==> config.mk <==
export PLATFORM = sky130hd
export DESIGN_NAME = multi_irq_agg
export DESIGN_NICKNAME = d
export VERILOG_FILES = /design/src/rtl/irqagg_pkg.sv /design/src/rtl/modem_sync.sv /design/src/rtl/chan_status.sv /design/src/rtl/irq_combine.sv /design/src/rtl/multi_irq_agg.sv
export SDC_FILE = /design/constraint.sdc
export NUM_CORES = 1
export LEC_CHECK = 0
export BUFFER_PORTS_ARGS = -buffer_cell sky130_fd_sc_hd__buf_2
export CELL_PAD_IN_SITES_DETAIL_PLACEMENT = 1
export CELL_PAD_IN_SITES_GLOBAL_PLACEMENT = 2
export CORE_MARGIN = 1
export CORE_UTILIZATION = 39
export DETAILED_ROUTE_END_ITERATION = 16
export GPL_ROUTABILITY_DRIVEN = 0
export PLACE_DENSITY_LB_ADDON = 0.2
export RECOVER_POWER = 100
export SLEW_MARGIN = 5
export SYNTH_ARGS = -nofsm -noshare
export SYNTH_HDL_FRONTEND = slang
export SYNTH_SLANG_ARGS = --single-unit
export TNS_END_PERCENT = 20
==> constraint.sdc <==
create_clock -name clk -period 2.1 [get_ports clk]
set_input_delay 0.21 -clock clk [delete_from_list [all_inputs] [get_ports clk]]
set_output_delay 0.21 -clock clk [all_outputs]
set_load 0.1 [all_outputs]
==> src/rtl/irqagg_pkg.sv <==
package irqagg_pkg;

    localparam int WORD_W       = 32;

    // status word bit positions
    localparam int STAT_RX      = 0;
    localparam int STAT_DCD     = 3;
    localparam int STAT_DSR     = 4;
    localparam int STAT_CTS     = 5;
    localparam int STAT_RI      = 6;
    localparam int STAT_OVR     = 13;
    localparam int STAT_DSR_CHG = 16;
    localparam int STAT_CTS_CHG = 17;
    localparam int STAT_DCD_CHG = 18;
    localparam int STAT_RI_CHG  = 22;
    localparam int STAT_TXE     = 25;

    // control word bit positions
    localparam int CTL_MSR_IE   = 0;
    localparam int CTL_RX_IE    = 2;
    localparam int CTL_TX_IE    = 19;

    // global control bit
    localparam int GCTL_EN      = 20;

    typedef struct packed {
        logic ri;
        logic cts;
        logic dsr;
        logic dcd;
    } modem_t;

    localparam int MODEM_W = $bits(modem_t);

    typedef struct packed {
        logic msr_ie;
        logic rx_ie;
        logic tx_ie;
    } chan_ctl_t;

    typedef struct packed {
        modem_t    prev;
        modem_t    chg;
        logic      ovr;
        chan_ctl_t ctl;
    } chan_state_t;

endpackage

==> src/rtl/modem_sync.sv <==
module modem_sync #(
    parameter int WIDTH  = 4,
    parameter int STAGES = 2
) (
    input  logic             clk,
    input  logic             rst_n,
    input  logic [WIDTH-1:0] d_i,
    output logic [WIDTH-1:0] q_o
);

    logic [STAGES-1:0][WIDTH-1:0] stg_d, stg_q;

    always_comb begin
        stg_d[0] = d_i;
        for (int i = 1; i < STAGES; i++) begin
            stg_d[i] = stg_q[i-1];
        end
    end

    always_ff @(posedge clk or negedge rst_n) begin
        if (!rst_n) begin
            stg_q <= '0;
        end else begin
            stg_q <= stg_d;
        end
    end

    assign q_o = stg_q[STAGES-1];

endmodule

==> src/rtl/chan_status.sv <==
module chan_status
    import irqagg_pkg::*;
#(
    parameter int SYNC_STAGES = 2
) (
    input  logic              clk,
    input  logic              rst_n,
    input  modem_t            line_i,
    input  logic              rx_avail_i,
    input  logic              tx_empty_i,
    input  logic              ovr_evt_i,
    input  logic              clr_wr_i,
    input  modem_t            clr_flags_i,
    input  logic              clr_ovr_i,
    input  logic              ctl_wr_i,
    input  chan_ctl_t         ctl_new_i,
    output logic [WORD_W-1:0] stat_o,
    output logic [WORD_W-1:0] ctl_o,
    output logic              req_o
);

    modem_t      live;
    modem_t      edges;
    modem_t      clr_mask;
    chan_state_t st_d, st_q;

    modem_sync #(
        .WIDTH  (MODEM_W),
        .STAGES (SYNC_STAGES)
    ) u_sync (
        .clk   (clk),
        .rst_n (rst_n),
        .d_i   (line_i),
        .q_o   (live)
    );

    always_comb begin
        st_d     = st_q;
        edges    = live ^ st_q.prev;
        clr_mask = clr_wr_i ? clr_flags_i : '0;

        st_d.prev = live;
        // a new event outranks a same-cycle clear
        st_d.chg  = (st_q.chg & ~clr_mask) | edges;
        st_d.ovr  = (st_q.ovr & ~(clr_wr_i & clr_ovr_i)) | ovr_evt_i;
        if (ctl_wr_i) begin
            st_d.ctl = ctl_new_i;
        end
    end

    always_ff @(posedge clk or negedge rst_n) begin
        if (!rst_n) begin
            st_q <= '0;
        end else begin
            st_q <= st_d;
        end
    end

    always_comb begin
        stat_o               = '0;
        stat_o[STAT_RX]      = rx_avail_i;
        stat_o[STAT_DCD]     = live.dcd;
        stat_o[STAT_DSR]     = live.dsr;
        stat_o[STAT_CTS]     = live.cts;
        stat_o[STAT_RI]      = live.ri;
        stat_o[STAT_OVR]     = st_q.ovr;
        stat_o[STAT_DSR_CHG] = st_q.chg.dsr;
        stat_o[STAT_CTS_CHG] = st_q.chg.cts;
        stat_o[STAT_DCD_CHG] = st_q.chg.dcd;
        stat_o[STAT_RI_CHG]  = st_q.chg.ri;
        stat_o[STAT_TXE]     = tx_empty_i & st_q.ctl.tx_ie;

        ctl_o                = '0;
        ctl_o[CTL_MSR_IE]    = st_q.ctl.msr_ie;
        ctl_o[CTL_RX_IE]     = st_q.ctl.rx_ie;
        ctl_o[CTL_TX_IE]     = st_q.ctl.tx_ie;
    end

    assign req_o = (st_q.ctl.msr_ie & (|st_q.chg))
                 | (st_q.ctl.rx_ie  & (rx_avail_i | st_q.ovr))
                 | (st_q.ctl.tx_ie  & tx_empty_i);

endmodule

==> src/rtl/irq_combine.sv <==
module irq_combine #(
    parameter int NUM_CH = 16
) (
    input  logic              clk,
    input  logic              rst_n,
    input  logic              mask_wr_i,
    input  logic [NUM_CH-1:0] mask_data_i,
    input  logic              gctl_wr_i,
    input  logic              gen_data_i,
    input  logic [NUM_CH-1:0] req_i,
    output logic [NUM_CH-1:0] pend_o,
    output logic              irq_o,
    output logic [NUM_CH-1:0] mask_o,
    output logic              gen_o
);

    typedef struct packed {
        logic [NUM_CH-1:0] mask;
        logic              gen;
    } comb_state_t;

    comb_state_t cs_d, cs_q;

    always_comb begin
        cs_d = cs_q;
        if (mask_wr_i) begin
            cs_d.mask = mask_data_i;
        end
        if (gctl_wr_i) begin
            cs_d.gen = gen_data_i;
        end
    end

    always_ff @(posedge clk or negedge rst_n) begin
        if (!rst_n) begin
            cs_q.mask <= '1;
            cs_q.gen  <= 1'b0;
        end else begin
            cs_q <= cs_d;
        end
    end

    assign pend_o = req_i & ~cs_q.mask;
    assign irq_o  = cs_q.gen & (|pend_o);
    assign mask_o = cs_q.mask;
    assign gen_o  = cs_q.gen;

endmodule

==> src/rtl/multi_irq_agg.sv <==
module multi_irq_agg
    import irqagg_pkg::*;
#(
    parameter  int NUM_CH      = 16,
    parameter  int SYNC_STAGES = 2,
    localparam int CH_W        = (NUM_CH > 1) ? $clog2(NUM_CH) : 1
) (
    input  logic              clk,
    input  logic              rst_n,
    input  logic [NUM_CH-1:0] dcd_i,
    input  logic [NUM_CH-1:0] dsr_i,
    input  logic [NUM_CH-1:0] cts_i,
    input  logic [NUM_CH-1:0] ri_i,
    input  logic [NUM_CH-1:0] rx_avail_i,
    input  logic [NUM_CH-1:0] tx_empty_i,
    input  logic [NUM_CH-1:0] ovr_evt_i,
    input  logic              stat_wr_i,
    input  logic              ctl_wr_i,
    input  logic              mask_wr_i,
    input  logic              gctl_wr_i,
    input  logic [CH_W-1:0]   wr_ch_i,
    input  logic [WORD_W-1:0] wr_data_i,
    input  logic [CH_W-1:0]   rd_ch_i,
    output logic [WORD_W-1:0] stat_rdata_o,
    output logic [WORD_W-1:0] ctl_rdata_o,
    output logic [NUM_CH-1:0] pend_o,
    output logic              irq_o
);

    modem_t            clr_flags;
    chan_ctl_t         ctl_new;
    logic [NUM_CH-1:0] chan_req;
    logic [NUM_CH-1:0] chan_mask;
    logic              glb_en;
    logic [WORD_W-1:0] stat_all [NUM_CH];
    logic [WORD_W-1:0] ctl_all  [NUM_CH];
    logic              wdata_unused;

    assign clr_flags    = {wr_data_i[STAT_RI_CHG], wr_data_i[STAT_CTS_CHG],
                           wr_data_i[STAT_DSR_CHG], wr_data_i[STAT_DCD_CHG]};
    assign ctl_new      = {wr_data_i[CTL_MSR_IE], wr_data_i[CTL_RX_IE],
                           wr_data_i[CTL_TX_IE]};
    assign wdata_unused = ^wr_data_i;

    for (genvar c = 0; c < NUM_CH; c++) begin : g_ch
        modem_t lines;
        logic   sel;

        assign lines = {ri_i[c], cts_i[c], dsr_i[c], dcd_i[c]};
        assign sel   = (wr_ch_i == CH_W'(c));

        chan_status #(
            .SYNC_STAGES (SYNC_STAGES)
        ) u_chan (
            .clk         (clk),
            .rst_n       (rst_n),
            .line_i      (lines),
            .rx_avail_i  (rx_avail_i[c]),
            .tx_empty_i  (tx_empty_i[c]),
            .ovr_evt_i   (ovr_evt_i[c]),
            .clr_wr_i    (stat_wr_i && sel),
            .clr_flags_i (clr_flags),
            .clr_ovr_i   (wr_data_i[STAT_OVR]),
            .ctl_wr_i    (ctl_wr_i && sel),
            .ctl_new_i   (ctl_new),
            .stat_o      (stat_all[c]),
            .ctl_o       (ctl_all[c]),
            .req_o       (chan_req[c])
        );
    end

    irq_combine #(
        .NUM_CH (NUM_CH)
    ) u_comb (
        .clk         (clk),
        .rst_n       (rst_n),
        .mask_wr_i   (mask_wr_i),
        .mask_data_i (wr_data_i[NUM_CH-1:0]),
        .gctl_wr_i   (gctl_wr_i),
        .gen_data_i  (wr_data_i[GCTL_EN]),
        .req_i       (chan_req),
        .pend_o      (pend_o),
        .irq_o       (irq_o),
        .mask_o      (chan_mask),
        .gen_o       (glb_en)
    );

    assign stat_rdata_o = stat_all[rd_ch_i];
    assign ctl_rdata_o  = ctl_all[rd_ch_i];

endmodule

==> flow_summary.ini, run 1 <==
[grt]
grt_pass1_vias = 9876
antenna_found_initial = 0
grt_pass1_wl_um = 63000
grt_start_max_net_pins = 84
grt_remaining_overflow = 0
grtUsageTotal = 0.241

[clock_tree]
clk_path_buf_depth = 3
h-tree-depth = 2
cts_tree = done
root_buffer = clkbuf_16
clkTransAtPathRegs_ns = 0.06
clk_latency_ns = 0.54
cts_made_buffers = 38
clock-sinks = 337

[routing]
vias_per_cell = 5.02
routed_wl_um = 40800
drc_errors = 0
ant_nets = 0
drtPass1Iterations = 4
detailedRoute.firstIterationViolations = 523
dr_total_vias = 8925
avgRoutedWirePerCell_um = 23.0

[sta]
period_share = 1.31
post-route-min-period_ns = 2.74
tightest_slew_ns = 1.05
setup_violations = 26
finalSetupTns_ns = -6.80
drv_slew = 0
finClkSkew_ns = 0.0176
hold_violations = 0
relSlewSlack = 0.300
max_freq_ghz = 0.365
rsz0062_at_grt = yes
worst_slack_ns = -0.641
fin_hold_ws_ns = 0.135

[placed_design]
hpwl_um = 29900
dp_slack_ns = -0.293
io_buffers = 178

[run_status]
violations = negative setup slack
status = finished with violations

[final_layout]
area_growth_pct = 37.4
final_cell_mix = dfrtp_1, buf_2, buf_4, dlygate4sd3_1, nand2_1
finalNetCount = 1463
diodes = 0
layout_commonest_cell = dfrtp_1
drive_gt1_frac = 0.400

[yosys]
ys.flop_type = dfrtp_1
ys_ff_latch = 337
synth_cells = 897
synth_top_area_frac = 0.595
syn_area_per_cell_um2 = 15.1
yosys-top-cells-area = dfrtp_1, mux4_2, mux2_2
synth_area_leader_cell = dfrtp_1
ys_warn_count = 0
synthArstFlopShare = 1.00
synth-edff-count = 0
ys_types = 32
synth_area_mm2 = 0.0135
synth-seq-area-share = 0.626

[pwr]
power_switching_mw = 5.38
p_seq_frac = 0.420
power.total_mw = 17.6
p_per_area_mw_per_mm2 = 950
pwr-share-comb = 0.221
clkPwrFrac = 0.359
switching_share = 0.305
max-vdd-ir-drop_v = 0.000765
p_leak_nw = 7.70
power.internal_mw = 12.3

[floorplanning]
die_height_um = 188
die_w_um = 188
row_count = 67
start_util = 0.400
io_pins = 239
fp.dieArea_mm2 = 0.0354
core-area_mm2 = 0.0338

[critical_path]
arrival_ns = 2.53
critPathCaptureType = output port
crit_type = flip-flop to output port
cp-start-kind = flip-flop
critPathRequiredTime_ns = 1.89
path_max_fanout = 2

[worst_hold_path]
hold_class = input port to flip-flop

[flow_run]
drv_cap = 0
==> power by group through the flow <==
stage | clock network [mW] | registers [mW] | logic (mW)
finish | 6.33 | 7.41 | 3.89
global route | 6.78 | 7.46 | 4.07
CTS | 6.49 | 7.42 | 3.83
detailed placement | 0 | 7.51 | 3.42
global placement | 0 | 7.49 | 3.38
floorplan | 0 | 7.33 | 2.39
==> worst max-delay path, cell delays in order (launching register included) <==
cell and delay [ns]:
dfrtp_1 0.43, o41ai_4 0.43, buf_4 0.19, a31oi_4 0.08, nor4_1 0.28, buf_4 0.18, nand2_2 0.05, o21a_4 0.21
buf_12 0.16
==> cells by family (layout without fill, tap and decap cells) <==
kind of cell | count (synthesis) | in the layout | synth area share
other cells | 1 | 50 | 0.000278
mux | 135 | 135 | 0.175
simple gates | 146 | 146 | 0.0446
compound gates | 129 | 129 | 0.0688
buf+inv | 85 | 470 | 0.0441
xor+xnor | 64 | 64 | 0.0415
flops | 337 | 337 | 0.626
==> synthesized netlist by cell type, types with 2 or more instances <==
library cell / n
a21o_1: 80
a31oi_1: 16
buf_12: 2
buf_2: 8
buf_4: 51
buf_6: 2
buf_8: 2
clkbuf_1: 17
dfrtp_1: 321
dfstp_2: 16
mux2_2: 65
mux4_1: 13
mux4_2: 56
nand2_1: 99
nand2b_1: 5
nand3_1: 2
nand3b_1: 4
nor2_1: 28
nor4_1: 4
o21ai_0: 16
o41ai_1: 16
xor2_1: 64
==> metal layers <==
| layer | vias up | share of wire | track usage |
|---|---|---|---|
| li1 | 3914 | - | - |
| met1 | 4648 | 0.43 | 0.321 |
| met2 | 299 | 0.50 | 0.407 |
| met3 | 64 | 0.046 | 0.0305 |
| met4 | 0 | 0.030 | 0.0794 |
| met5 | - | 0 | 0 |
==> area by class of cell <==
cell class	count	area [um^2]
tap	448	561
clock buffer	57	1120
clock inverter	9	66.3
timing repair buffer	403	3210
inverter	1	7.51
sequential	337	8460
fill	3284	15200
multi-input combinational	524	5120
==> state kept, by name (all words and copies together) (netlist names) <==
| signal | flops |
|---|---|
| g_ch.u_chan.ctl_o | 48 |
| g_ch.u_chan.st_q | 64 |
| g_ch.u_chan.stat_o | 80 |
| g_ch.u_chan.u_sync.q_o | 64 |
| g_ch.u_chan.u_sync.stg_d | 64 |
| u_comb.gen_o | 1 |
| u_comb.mask_o | 16 |
==> through the flow <==
stage | cell area (um^2) | utilization | instances
floorplan | 14100 | - | 946
global placement | 16000 | 0.474 | 1611
detailed placement | 16000 | 0.474 | 1611
CTS | 18500 | 0.548 | 1773
global route | 18600 | 0.549 | 1779
finish | 18600 | 0.549 | 1779
==> worst paths after layout <==
path / startpoint / endpoint / slack, ns / depth (start not counted)
worst max-delay path: g_ch[15].u_chan.stat_o[22] / irq_o / -0.64 / 8
worst min-delay path: wr_data_i[16] / g_ch[4].u_chan.stat_o[16] / 0.14 / 3
worst max register to register: u_comb.gen_o / u_comb.gen_o / 0.79 / 2
worst min register to register: g_ch[2].u_chan.u_sync.stg_d[7] / g_ch[2].u_chan.u_sync.q_o[3] / 0.34 / 0
max in group asynchronous: rst_n / g_ch[2].u_chan.stat_o[17] / 0.38 / 3
min in group asynchronous: rst_n / g_ch[1].u_chan.ctl_o[19] / 0.40 / 2
==> timing repair <==
item / CTS / global route
gates resized for setup: 103 / 33
endpoints found under the setup margin: 30 / 31
hold endpoints to repair: 371 / 0
pin swaps: 5 / 8
buffers inserted: 0 / 9
hold buffers: 96 / 0
Note: power is estimated with default switching activity, not from simulation.
==> run 2: changes to the inputs <==
==> constraint.sdc (replaced) <==
create_clock -name clk -period 2.1 [get_ports clk]
set_input_delay 0.42 -clock clk [delete_from_list [all_inputs] [get_ports clk]]
set_output_delay 0.42 -clock clk [all_outputs]
set_load 0.1 [all_outputs]
==> run 2 against run 1 <==
  * The run still ends with negative setup slack left
  * Global-route usage up 1.2 points
  * Clock power up 8.1%
  * Via count up 5.0%
  * Total power up 4.4%
  * Flip-flop and latch count unchanged
  * Core utilization up 1.4 points
  * Count of clock-buffer cells in the layout down 10
  * Hold slack worse by 0.12 ns
  * Sequential share of layout area down 1.2 points
  * Setup slack worse by 0.14 ns
  * Register-to-register slack better by 0.24 ns
  * Non-clock buffer count up 82
  * Highest routed layer is now met5
==> flow_summary.ini, run 2 (synthesis results as in run 1) <==
[run_status]
status = finished with violations
violations = negative setup slack

[sta]
post-route-min-period_ns = 2.89
tightest_slew_ns = 1.40
worst_slack_ns = -0.786
max_freq_ghz = 0.347
drv_slew = 0
relSlewSlack = 0.0671
period_share = 1.37
rsz0062_at_grt = yes
hold_violations = 0
finClkSkew_ns = 0.00840
finalSetupTns_ns = -12.11
setup_violations = 31

[clock_tree]
h-tree-depth = 2
clk_latency_ns = 0.52
clkTransAtPathRegs_ns = 0.06
cts_tree = done
clock-sinks = 337
cts_made_buffers = 36
clk_path_buf_depth = 3
root_buffer = clkbuf_16

[pwr]
p_per_area_mw_per_mm2 = 966
p_leak_nw = 7.99
switching_share = 0.298
clkPwrFrac = 0.372
p_seq_frac = 0.403
max-vdd-ir-drop_v = 0.000844
power.total_mw = 18.4
power.internal_mw = 12.9
power_switching_mw = 5.48
pwr-share-comb = 0.226

[critical_path]
cp-start-kind = flip-flop
critPathCaptureType = output port
critPathRequiredTime_ns = 1.68
r2r_slack_ns = 1.03
r2r-end = g_ch[2].u_chan.stat_o[17]
r2r-start = g_ch[2].u_chan.u_sync.q_o[2]
path_max_fanout = 2
arrival_ns = 2.47
worst-r2r-cell-count = 3
crit_type = flip-flop to output port

[grt]
grt_remaining_overflow = 0
antenna_found_initial = 2
grt_pass1_wl_um = 65100
grt_pass1_vias = 10300
grtUsageTotal = 0.252
grt_start_max_net_pins = 81

[floorplanning]
core-area_mm2 = 0.0338
die_w_um = 188
row_count = 67
die_height_um = 188
start_util = 0.400
io_pins = 239
fp.dieArea_mm2 = 0.0354

[routing]
detailedRoute.firstIterationViolations = 619
dr_total_vias = 9367
drtPass1Iterations = 4
ant_nets = 0
drc_errors = 0
vias_per_cell = 5.03
avgRoutedWirePerCell_um = 23.6
routed_wl_um = 43900

[worst_hold_path]
holdPathStages = 1
min-delay-start = cts_i[6]
hold_end = g_ch[6].u_chan.u_sync.stg_d[6]
hold_class = input port to flip-flop

[flow_run]
drv_cap = 0

[placed_design]
dp_slack_ns = -0.576
hpwl_um = 32600
io_buffers = 178

[final_layout]
layout_commonest_cell = dfrtp_1
final_cell_mix = dfrtp_1, buf_4, buf_2, nand2_1, a21o_1
largest_reg_flops = 80
utilization = 0.564
area_growth_pct = 41.0
nFillCells = 3333
finalNetCount = 1543
drive_gt1_frac = 0.433
[run 2: layout make-up]
cell class | instances | area (um^2) | share of cell area
Clock inverter | 19 | 248 | 0.0130
Clock buffer | 47 | 1050 | 0.0553
Antenna cell | 1 | 2.50 | 0.000131
Sequential cell | 337 | 8460 | 0.444
Timing Repair Buffer | 485 | 3630 | 0.191
Inverter | 1 | 7.51 | 0.000394
Multi-Input combinational cell | 524 | 5080 | 0.267
Tap cell | 448 | 561 | 0.0294
[run 2: worst max path at each step]
| stage | slack, ns | cells after the start | endpoint | from |
|---|---|---|---|---|
| finish | -0.79 | 8 | irq_o | g_ch[4].u_chan.stat_o[17] |
| global route | -0.92 | 8 | irq_o | g_ch[11].u_chan.stat_o[17] |
| CTS | -0.81 | 8 | irq_o | g_ch[11].u_chan.stat_o[22] |
| detailed placement | -0.58 | 5 | stat_rdata_o[3] | rd_ch_i[0] |
| global placement | -0.55 | 5 | stat_rdata_o[3] | rd_ch_i[0] |
| floorplan | -0.27 | 5 | irq_o | g_ch[2].u_chan.stat_o[17] |
[run 2: what timing repair did]
| action | 4_1_cts | 5_1_grt |
|---|---|---|
| gates resized for setup | 79 | 24 |
| pin swaps | 8 | 9 |
| endpoints found under the hold margin | 70 | 8 |
| setup buffers | 1 | 14 |
| hold buffers | 51 | 8 |
| endpoints found under the setup margin | 31 | 31 |
[run 2: power by group through the flow]
stage	Combinational (mW)	Clock, mW	Sequential (mW)
floorplan	2.40	0	7.33
global placement	3.75	0	7.52
detailed placement	3.80	0	7.52
CTS	4.07	6.98	7.43
global route	4.34	7.26	7.45
finish	4.15	6.84	7.41
[run 2: per-stage QoR]
| step | hold WS, ns | instances | area (um^2) |
|---|---|---|---|
| final | 0.0159 | 1862 | 19000 |
| after global routing | 0.00110 | 1861 | 19000 |
| after CTS | 0.000208 | 1841 | 19000 |
| after detailed placement | 0.336 | 1723 | 16900 |
| after global placement | 0.334 | 1723 | 16900 |
| after floorplan | 0.124 | 946 | 14000 |
[run 2: worst max-delay path, stage by stage, from the launching register on]
cell and delay, ns:
dfrtp_1 0.42, o41ai_4 0.43, buf_4 0.19, a31oi_4 0.07
nor4_2 0.25, buf_4 0.15, nand2_1 0.06, o21a_4 0.22
buf_12 0.16
[run 2: routing by layer]
metal	vias up	GRT usage	wire [um]
met5	-	0	9
met4	2	0.0885	1690
met3	81	0.0434	2170
met2	378	0.445	22400
met1	4826	0.312	17600
li1	4080	-	-
==> run 3: changes to the inputs <==
==> constraint.sdc (replaced) <==
create_clock -name clk -period 2.1 [get_ports clk]
set_input_delay 0.42 -clock clk [delete_from_list [all_inputs] [get_ports clk]]
set_output_delay 0.42 -clock clk [all_outputs]
set_load 0.005 [all_outputs]
==> run 3 against run 2 <==
  * The run ends with max-capacitance violations, max-slew violations, negative setup slack left
  * Setup slack improved by 0.15 ns
  * Sequential share of layout area increased by 1.9 points
  * Combinational power decreased by 42%
  * First-iteration DRC count decreased by 11%
  * Critical path type unchanged
  * Maximum frequency increased by 5.3%
  * Critical path depth decreased by 3
  * Global-route usage decreased by 1.3 points
  * Largest cell class unchanged
==> flow_summary.ini, run 3 (synthesis results as in run 1) <==
[run_status]
status = finished with violations
violations = max-capacitance violations, max-slew violations, negative setup slack

[final_layout]
area_growth_pct = 35.2
final_cell_mix = dfrtp_1, buf_2, buf_4, nand2_1, a21o_1
finalNetCount = 1467
largest_reg_flops = 80
drive_gt1_frac = 0.427
fin_cells = 1786
layout_commonest_cell = dfrtp_1
nFillCells = 3356

[clock_tree]
clkTransAtPathRegs_ns = 0.06
clk_latency_ns = 0.53
cts_tree = done
clock-sinks = 337
h-tree-depth = 2
cts_made_buffers = 38
clk_path_buf_depth = 3
root_buffer = clkbuf_16

[sta]
tightest_slew_ns = 1.52
post-route-min-period_ns = 2.74
drv_slew = 51
rsz0062_at_grt = yes
setup_violations = 31
finClkSkew_ns = 0.00926
worst_slack_ns = -0.640
period_share = 1.30
relSlewSlack = -0.0142
hold_violations = 0
max_freq_ghz = 0.365

[routing]
vias_per_cell = 5.00
drtPass1Iterations = 4
avgRoutedWirePerCell_um = 22.8
detailedRoute.firstIterationViolations = 549
routed_wl_um = 40700
drc_errors = 0
dr_total_vias = 8927
ant_nets = 0

[critical_path]
cp_cell_sequence = buf_4 -> buf_4 -> mux4_2 -> mux4_2 -> buf_6
cp_slowest_cell = mux4_2
slowest_delay_ns = 0.53
cp-start-kind = flip-flop
arrival_ns = 2.32
critPathCaptureType = output port
crit_family = multiplexers
path_max_fanout = 2
critPathRequiredTime_ns = 1.68
cp_num_buf_inv = 3
crit_type = flip-flop to output port

[placed_design]
hpwl_um = 30600
dp_slack_ns = -0.506
dp_cells = 1648
io_buffers = 178

[pwr]
power_switching_mw = 4.15
p_seq_frac = 0.452
power.internal_mw = 12.2
pwr-share-comb = 0.148
p_leak_nw = 7.65
p_per_area_mw_per_mm2 = 898
switching_share = 0.253
max-vdd-ir-drop_v = 0.000579
clkPwrFrac = 0.400

[floorplanning]
row_count = 67
start_util = 0.400
die_w_um = 188
io_pins = 239
die_height_um = 188
fp.dieArea_mm2 = 0.0354
core-area_mm2 = 0.0338

[grt]
antenna_found_initial = 4
grt_start_max_net_pins = 81
grtUsageTotal = 0.239
grt_remaining_overflow = 0
grt_pass1_vias = 9796
grt_pass1_wl_um = 62100

[flow_run]
drv_cap = 1

[worst_hold_path]
hold_class = input port to flip-flop
-- run 3: changes by cell type in the layout (fill, tap and decap cells not counted), sizes merged --
cell,delta
clkinvlp,-1
inv,-1
dlygate4sd3,+4
bufinv,-3
buf,-40
clkinv,+4
clkbuf,-39
-- run 3: area by class of cell --
class | instances | area [um^2] | area share
well taps | 448 | 561 | 0.0307
clock inverters | 18 | 179 | 0.00980
diodes | 1 | 2.50 | 0.000137
multi-input cells | 524 | 4990 | 0.273
inverters | 1 | 3.75 | 0.000206
clock buffers | 50 | 1090 | 0.0595
flip-flops and latches | 337 | 8450 | 0.463
repair buffers | 407 | 2980 | 0.163
-- run 3: worst paths after layout --
| kind | startpoint | end | slack (ns) | cells after the start |
|---|---|---|---|---|
| worst max register to register | g_ch[13].u_chan.stat_o[16] | g_ch[13].u_chan.stat_o[16] | 1.03 | 4 |
| worst min register to register | g_ch[2].u_chan.u_sync.stg_d[6] | g_ch[2].u_chan.u_sync.q_o[2] | 0.34 | 0 |
| max in group asynchronous | rst_n | g_ch[13].u_chan.ctl_o[0] | 0.14 | 3 |
| worst max-delay path | g_ch[1].u_chan.stat_o[17] | stat_rdata_o[17] | -0.64 | 5 |
| worst min-delay path | dcd_i[10] | g_ch[10].u_chan.u_sync.stg_d[4] | 0.02 | 1 |
| min in group asynchronous | rst_n | g_ch[8].u_chan.ctl_o[0] | 0.83 | 2 |
-- run 3: metal layers --
| layer | part of all wire | track usage |
|---|---|---|
| met3 | 0.056 | 0.0442 |
| met4 | 0.038 | 0.0926 |
| met5 | 0.00088 | 0 |
| met1 | 0.43 | 0.319 |
| met2 | 0.48 | 0.388 |
-- run 3: through the flow --
stage                     setup TNS (ns)  hold WS [ns]  area [um^2]   util  total power, mW
after CTS                         -10.79       0.00280        18200  0.540             16.5
after global routing              -24.47       0.00190        18300  0.540             17.1
final                             -10.27        0.0186        18300  0.540             16.4
after detailed placement           -5.90         0.336        15900  0.471             9.55
after floorplan                  -0.0530         0.124        13700      -             8.31
after global placement             -5.75         0.333        15900  0.471             9.50
-- run 3: what timing repair did --
| item | 4_1_cts | 5_1_grt |
|---|---|---|
| setup buffers | 5 | 3 |
| pin swaps | 20 | 6 |
| endpoints found under the setup margin | 31 | 31 |
| hold buffers | 63 | 0 |
| resized for setup | 78 | 22 |
| endpoints found under the hold margin | 105 | 0 |
-- run 3: power groups by stage --
stage                     registers (mW)  clock network [mW]  logic (mW)
final                               7.41                6.56        2.42
after global routing                7.47                7.00        2.60
after CTS                           7.42                6.73        2.38
after detailed placement            7.49                   0        2.06
after global placement              7.48                   0        2.03
after floorplan                     7.29                   0        1.02
